## src/rtl/setup_cap_pkg.sv

```systemverilog
// Package: shared handshake encoding and request-bit positions for the
// endpoint-zero SETUP capture unit. Assumes a two-bit handshake field.
package setup_cap_pkg;
    typedef enum logic [1:0] {
        HS_NONE  = 2'd0,
        HS_ACK   = 2'd1,
        HS_NAK   = 2'd2,
        HS_STALL = 2'd3
    } hs_e;

    localparam int NUM_REQ = 2;
    localparam int REQ_TOK = 0;
    localparam int REQ_DAT = 1;
    localparam int CTL_STALL = 0;
    localparam int CTL_HSNAK = 1;
endpackage

```

## src/rtl/setup_buf.sv

```systemverilog
// setup_buf: tracks one SETUP data packet, writes each valid byte into the
// slot given by its arrival index and judges the packet at end of packet.
// Assumes tok_setup precedes the data packet and that rx_eop closes it.
module setup_buf #(
    parameter int NBYTES = 8,
    parameter int DW     = 8,
    localparam int CNT_W = $clog2(NBYTES + 2),
    localparam int IDX_W = $clog2(NBYTES)
) (
    input  logic             clk,
    input  logic             rst_n,
    input  logic             tok_setup,
    input  logic             rx_valid,
    input  logic [DW-1:0]    rx_data,
    input  logic             rx_eop,
    input  logic             rx_crc_ok,
    input  logic [IDX_W-1:0] rd_idx,
    output logic [DW-1:0]    rd_byte,
    output logic             pkt_end,
    output logic             pkt_good
);
    localparam logic [CNT_W-1:0] CNT_FULL = CNT_W'(NBYTES);
    localparam logic [CNT_W-1:0] CNT_OVER = CNT_W'(NBYTES + 1);

    logic             in_pkt;
    logic [CNT_W-1:0] cnt;
    logic [DW-1:0]    byte_q [NBYTES];

    // Packet window: opened by a SETUP token, closed by end of packet.
    always_ff @(posedge clk) begin
        if (!rst_n) begin
            in_pkt <= 1'b0;
        end else if (tok_setup) begin
            in_pkt <= 1'b1;
        end else if (rx_eop) begin
            in_pkt <= 1'b0;
        end
    end

    // Byte counter: saturates one past full so that over-length packets are detected.
    always_ff @(posedge clk) begin
        if (!rst_n) begin
            cnt <= '0;
        end else if (tok_setup) begin
            cnt <= '0;
        end else if (in_pkt && rx_valid && cnt != CNT_OVER) begin
            cnt <= cnt + 1'b1;
        end
    end

    for (genvar i = 0; i < NBYTES; i++) begin : g_slot
        // Byte slot i: takes the i-th byte of the current packet.
        always_ff @(posedge clk) begin
            if (!rst_n) begin
                byte_q[i] <= '0;
            end else if (in_pkt && rx_valid && !tok_setup && cnt == CNT_W'(i)) begin
                byte_q[i] <= rx_data;
            end
        end
    end

    assign rd_byte  = byte_q[rd_idx];
    assign pkt_end  = in_pkt && rx_eop && !tok_setup;
    assign pkt_good = pkt_end && rx_crc_ok && cnt == CNT_FULL;
endmodule

```

## src/rtl/irq_regs.sv

```systemverilog
// irq_regs: request bits that hardware sets and the CPU clears by writing 1,
// their enables, and the combined interrupt. A hardware set beats a clear.
module irq_regs #(
    parameter int NREQ = 2
) (
    input  logic            clk,
    input  logic            rst_n,
    input  logic [NREQ-1:0] set_evt,
    input  logic            wr_req,
    input  logic            wr_en,
    input  logic [NREQ-1:0] wdata,
    output logic [NREQ-1:0] req_q,
    output logic [NREQ-1:0] en_q,
    output logic            irq
);
    // Request bits: a clear from the CPU first, then hardware sets on top.
    always_ff @(posedge clk) begin
        if (!rst_n) begin
            req_q <= '0;
        end else begin
            req_q <= (req_q & ~(wr_req ? wdata : '0)) | set_evt;
        end
    end

    // Enable register: written by the CPU only.
    always_ff @(posedge clk) begin
        if (!rst_n) begin
            en_q <= '0;
        end else if (wr_en) begin
            en_q <= wdata;
        end
    end

    assign irq = |(req_q & en_q);
endmodule

```

## src/rtl/ep0_hs.sv

```systemverilog
// ep0_hs: endpoint-zero stall and handshake-NAK bits, and the registered
// handshake choice. A SETUP token clears the stall, and this beats a CPU write.
module ep0_hs
    import setup_cap_pkg::*;
(
    input  logic       clk,
    input  logic       rst_n,
    input  logic       tok_setup,
    input  logic       tok_other,
    input  logic       pkt_end,
    input  logic       pkt_good,
    input  logic       wr_ctl,
    input  logic [1:0] wdata,
    output logic       stall_q,
    output logic       hsnak_q,
    output hs_e        hs_q
);
    // Stall bit: set by the CPU, cleared by the next SETUP token.
    always_ff @(posedge clk) begin
        if (!rst_n) begin
            stall_q <= 1'b0;
        end else if (tok_setup) begin
            stall_q <= 1'b0;
        end else if (wr_ctl) begin
            stall_q <= wdata[CTL_STALL];
        end
    end

    // Handshake-NAK bit: under CPU control only.
    always_ff @(posedge clk) begin
        if (!rst_n) begin
            hsnak_q <= 1'b0;
        end else if (wr_ctl) begin
            hsnak_q <= wdata[CTL_HSNAK];
        end
    end

    // Handshake: SETUP data is judged on its own; other traffic follows stall, then NAK.
    always_ff @(posedge clk) begin
        if (!rst_n) begin
            hs_q <= HS_NONE;
        end else if (pkt_end) begin
            hs_q <= pkt_good ? HS_ACK : HS_NONE;
        end else if (tok_other) begin
            hs_q <= stall_q ? HS_STALL : (hsnak_q ? HS_NAK : HS_ACK);
        end else begin
            hs_q <= HS_NONE;
        end
    end
endmodule

```

## src/rtl/ep0_setup_capture.sv

```systemverilog
// ep0_setup_capture: top level. Decodes the CPU register port (addresses
// 0..NBYTES-1 are the SETUP bytes, followed by request, enable and control)
// and connects the buffer, the request logic and the handshake logic.
// Assumes the packet-level strobes are one cycle wide and use this clock.
module ep0_setup_capture
    import setup_cap_pkg::*;
#(
    parameter int NBYTES = 8,
    parameter int DW     = 8,
    parameter int AW     = 4
) (
    input  logic          clk,
    input  logic          rst_n,
    input  logic          tok_setup,
    input  logic          tok_other,
    input  logic          rx_valid,
    input  logic [DW-1:0] rx_data,
    input  logic          rx_eop,
    input  logic          rx_crc_ok,
    input  logic          cpu_wr,
    input  logic [AW-1:0] cpu_addr,
    input  logic [DW-1:0] cpu_wdata,
    output logic [DW-1:0] cpu_rdata,
    output logic          irq,
    output logic [1:0]    hs_code
);
    localparam int IDX_W = $clog2(NBYTES);
    localparam logic [AW-1:0] A_REQ = AW'(NBYTES);
    localparam logic [AW-1:0] A_EN  = AW'(NBYTES + 1);
    localparam logic [AW-1:0] A_CTL = AW'(NBYTES + 2);

    logic [DW-1:0]      rd_byte;
    logic               pkt_end;
    logic               pkt_good;
    logic [NUM_REQ-1:0] req_q;
    logic [NUM_REQ-1:0] en_q;
    logic [NUM_REQ-1:0] set_evt;
    logic               stall_q;
    logic               hsnak_q;
    hs_e                hs_q;
    logic               unused_wdata_hi;

    assign unused_wdata_hi = ^cpu_wdata[DW-1:NUM_REQ];

    setup_buf #(.NBYTES(NBYTES), .DW(DW)) u_buf (
        .clk       (clk),
        .rst_n     (rst_n),
        .tok_setup (tok_setup),
        .rx_valid  (rx_valid),
        .rx_data   (rx_data),
        .rx_eop    (rx_eop),
        .rx_crc_ok (rx_crc_ok),
        .rd_idx    (cpu_addr[IDX_W-1:0]),
        .rd_byte   (rd_byte),
        .pkt_end   (pkt_end),
        .pkt_good  (pkt_good)
    );

    assign set_evt[REQ_TOK] = tok_setup;
    assign set_evt[REQ_DAT] = pkt_good;

    irq_regs #(.NREQ(NUM_REQ)) u_irq (
        .clk     (clk),
        .rst_n   (rst_n),
        .set_evt (set_evt),
        .wr_req  (cpu_wr && cpu_addr == A_REQ),
        .wr_en   (cpu_wr && cpu_addr == A_EN),
        .wdata   (cpu_wdata[NUM_REQ-1:0]),
        .req_q   (req_q),
        .en_q    (en_q),
        .irq     (irq)
    );

    ep0_hs u_hs (
        .clk       (clk),
        .rst_n     (rst_n),
        .tok_setup (tok_setup),
        .tok_other (tok_other),
        .pkt_end   (pkt_end),
        .pkt_good  (pkt_good),
        .wr_ctl    (cpu_wr && cpu_addr == A_CTL),
        .wdata     (cpu_wdata[1:0]),
        .stall_q   (stall_q),
        .hsnak_q   (hsnak_q),
        .hs_q      (hs_q)
    );

    assign hs_code = hs_q;

    // Read mux: SETUP bytes, then request, enable and control registers.
    always_comb begin
        cpu_rdata = '0;
        if (cpu_addr < A_REQ) begin
            cpu_rdata = rd_byte;
        end else if (cpu_addr == A_REQ) begin
            cpu_rdata[NUM_REQ-1:0] = req_q;
        end else if (cpu_addr == A_EN) begin
            cpu_rdata[NUM_REQ-1:0] = en_q;
        end else if (cpu_addr == A_CTL) begin
            cpu_rdata[CTL_STALL] = stall_q;
            cpu_rdata[CTL_HSNAK] = hsnak_q;
        end
    end
endmodule

```

## config.mk

```make
export PLATFORM = sky130hd
export DESIGN_NAME = ep0_setup_capture
export DESIGN_NICKNAME = d
export VERILOG_FILES = /design/src/rtl/setup_cap_pkg.sv /design/src/rtl/setup_buf.sv /design/src/rtl/irq_regs.sv /design/src/rtl/ep0_hs.sv /design/src/rtl/ep0_setup_capture.sv
export SDC_FILE = /design/constraint.sdc
export NUM_CORES = 1
export LEC_CHECK = 0
export CAP_MARGIN = 0
export CORE_ASPECT_RATIO = 1.25
export CORE_MARGIN = 4
export CORE_UTILIZATION = 49
export DETAILED_ROUTE_END_ITERATION = 7
export HOLD_SLACK_MARGIN = 0.12
export PLACE_DENSITY = 0.7
export REMOVE_ABC_BUFFERS = 1
export SYNTH_ARGS = -nofsm -noshare
export SYNTH_HDL_FRONTEND = slang
export SYNTH_SLANG_ARGS = --single-unit
```

## constraint.sdc

```tcl
create_clock -name clk -period 6 [get_ports clk]
set_input_delay 1.2 -clock clk [delete_from_list [all_inputs] [get_ports clk]]
set_output_delay 1.2 -clock clk [all_outputs]
set_load 0.05 [all_outputs]
```

==> results.json <==
{
  "status": "complete, no violations",
  "vias": 2341,
  "combPwrFrac": 0.104,
  "skew_ns": 0.0108,
  "final.setup.tns_ns": 0,
  "synth_area_leader_cell": "edfxtp_1",
  "synth.distinct_cells": 38,
  "slowest_stage": "clkdlybuf4s50_1",
  "h-tree-depth": 3,
  "p_clk_frac": 0.347,
  "hold_viol": 0,
  "synthCells": 282,
  "hold_slack_ns": 0.506,
  "cts.sinks": 77,
  "wire_per_inst_um": 17.5,
  "cts_setup_buffers": 0,
  "drt_wl_total_um": 7400,
  "synthTopCellsByCount": "65 x and2_1, 64 x edfxtp_1, 16 x o21ai_0, 14 x mux4_2, 13 x dfxtp_1",
  "drv_slew": 0,
  "drtIter0Drc": 125,
  "r2r-start": "u_buf.cnt[0]",
  "die-area_um2": 9110,
  "cts_buffer_depth": 2,
  "path_clk_slew_ns": 0.08,
  "period_share": 0.828,
  "drive_gt1_frac": 0.148,
  "ys.warnings.count": 0,
  "cp-end-kind": "output port",
  "port_buffers": 32,
  "hold_class": "register to register",
  "synth_ff_type": "edfxtp_1",
  "synthToLayoutAreaGrowth_pct": 17.7,
  "p_switching_mw": 0.257,
  "vdd_drop_max_v": 0.000112,
  "grt_pass1_vias": 2242,
  "cts-resized-gates": 0,
  "setup_slack_ns": 1.03,
  "yosysMostFrequentCell": "and2_1",
  "setup_violations": 0,
  "root_buffer": "clkbuf_8",
  "ys_seq_area_frac": 0.583,
  "clk_latency_ns": 0.35,
  "synth_area_leaders": "edfxtp_1 51%, and2_1 11%, mux4_2 8.4%, dfxtp_1 7.0%, mux2i_1 2.7%",
  "antenna_cells": 0,
  "synth_edf_count": 64,
  "final_util": 0.595,
  "nFillCells": 608,
  "async_flop_share": 0,
  "critical_path_class": "input port to output port",
  "num_rows": 35,
  "chipWidth_um": 86.2,
  "p_leak_nw": 1.58,
  "grt_setup_unrepaired": "no",
  "path_common_cell": "clkdlybuf4s50_1",
  "dp_hpwl_um": 5090,
  "cp.required_ns": 4.80,
  "ys_ff_latch": 77,
  "holdCritStartpoint": "u_hs.hsnak_q",
  "die_height_um": 106,
  "grt_max_degree": 30,
  "num_io_pins": 39,
  "syn_avg_cell_area_um2": 13.3,
  "p_sw_frac": 0.236,
  "dp_slack_ns": 1.00,
  "path_max_fanout": 20,
  "crit_family": "buffers and inverters",
  "startpoint_type": "input port",
  "antenna_found_initial": 0,
  "crit_chain": "clkdlybuf4s50_1, buf_12, mux4_2, mux2i_1, nor2_1, clkdlybuf4s50_1",
  "initial_core_util": 0.506,
  "post-route-min-period_ns": 4.97,
  "core_um2": 7400,
  "gp_congestion": 0.776,
  "intPower_mw": 0.833,
  "numCtsBuffers": 9,
  "postRouteAntennaNets": 0,
  "power.density_nw_per_um2": 247,
  "cp.arrival_ns": 3.77,
  "vias_per_cell": 5.55,
  "grt_pass1_wl_um": 11600,
  "pwr-share-seq": 0.549,
  "maxSlewHeadroom": 0.496,
  "synth.top_cell.area_share": 0.513,
  "grt_overflow": 0,
  "worst_slew_pin_slew_ns": 0.749,
  "final_nets": 358,
  "first_pass_iters": 4,
  "total_power_mw": 1.09,
  "critPathLaunch": "cpu_addr[0]",
  "postCtsHoldBufs": 0,
  "crit_buf_inv": 3,
  "synthesis.area_um2": 3740,
  "cap_violations": 0,
  "grt_usage": 0.172,
  "cpPeakStageDelay_ns": 0.85,
  "cts_tree": "built",
  "drcViolationCount": 0,
  "fmax_ghz": 0.201
}
-- power groups by stage --
stage               combinational [mW]  sequential (mW)  clock [mW]
floorplan                       0.0566            0.611           0
global placement                 0.114            0.610           0
detailed placement               0.115            0.611           0
CTS                              0.116            0.599       0.387
global route                     0.123            0.600       0.403
finish                           0.114            0.598       0.378
-- routing by layer --
metal  share of wire  GRT usage
met3           0.042     0.0188
met5               0          0
met1            0.42      0.219
met2            0.52      0.286
met4           0.019     0.0913
-- registers in the layout, indices dropped and copies added, names as in the netlist --
register      cells
u_hs.hs_q         2
u_irq.req_q       2
u_buf.byte_q     64
u_buf.cnt         4
u_buf.in_pkt      1
u_irq.en_q        2
u_hs.stall_q      1
u_hs.hsnak_q      1
-- kinds of logic after synthesis --
group,count (synthesis),share of synthesized area
AOI/OAI and AO/OA,39,0.0628
and+or+nand+nor,118,0.205
DFF,77,0.583
buffers and inverters,20,0.0254
adders and majority gates,4,0.0134
muxes,24,0.111
-- stage by stage --
| stage | cells | area (um^2) |
|---|---|---|
| finish | 422 | 4410 |
| global route | 422 | 4410 |
| CTS | 422 | 4410 |
| detailed placement | 407 | 4220 |
| global placement | 407 | 4220 |
| floorplan | 272 | 3690 |
-- final timing paths --
path	end	slack, ns	cells past startpoint
worst max-delay path	cpu_rdata[5]	1.03	6
worst min-delay path	u_hs.hsnak_q	0.51	2
worst max register to register	u_buf.byte_q[4][3]	4.17	5
worst min register to register	u_hs.hsnak_q	0.51	2
-- layout make-up --
type,count,area [um^2],area share
repair buffers,43,415,0.0943
well taps,92,115,0.0261
clock buffers,9,124,0.0281
inverters,10,37.5,0.00852
flip-flops and latches,77,2180,0.495
multi-input cells,185,1470,0.333
clock inverters,6,65.1,0.0148
-- layout by cell type, fill, tap and decap left out, types with 2 or more instances in the layout --
master,n
nand3b_1,3
clkinv_2,2
edfxtp_1,64
nand3_1,5
inv_1,10
o31ai_1,2
nand2_1,3
a21oi_1,12
nor2b_1,3
clkbuf_8,9
dfxtp_1,13
nor3_2,4
nor3_1,2
nor2_1,8
and2_1,65
nor4_2,3
clkinv_4,2
mux2i_1,10
clkdlybuf4s50_1,32
mux4_2,14
a221oi_1,4
a22o_1,3
buf_4,10
or3_1,2
nand2b_1,9
o21ai_0,16
ha_1,4
nand4_1,2
-- worst min-delay path, delay by kind of cell (launching register included) --
kind | cells | cell delay [ns]
compound gates | 2 | 0.13
flops | 1 | 0.33
Power figures use the tool's default switching activity.
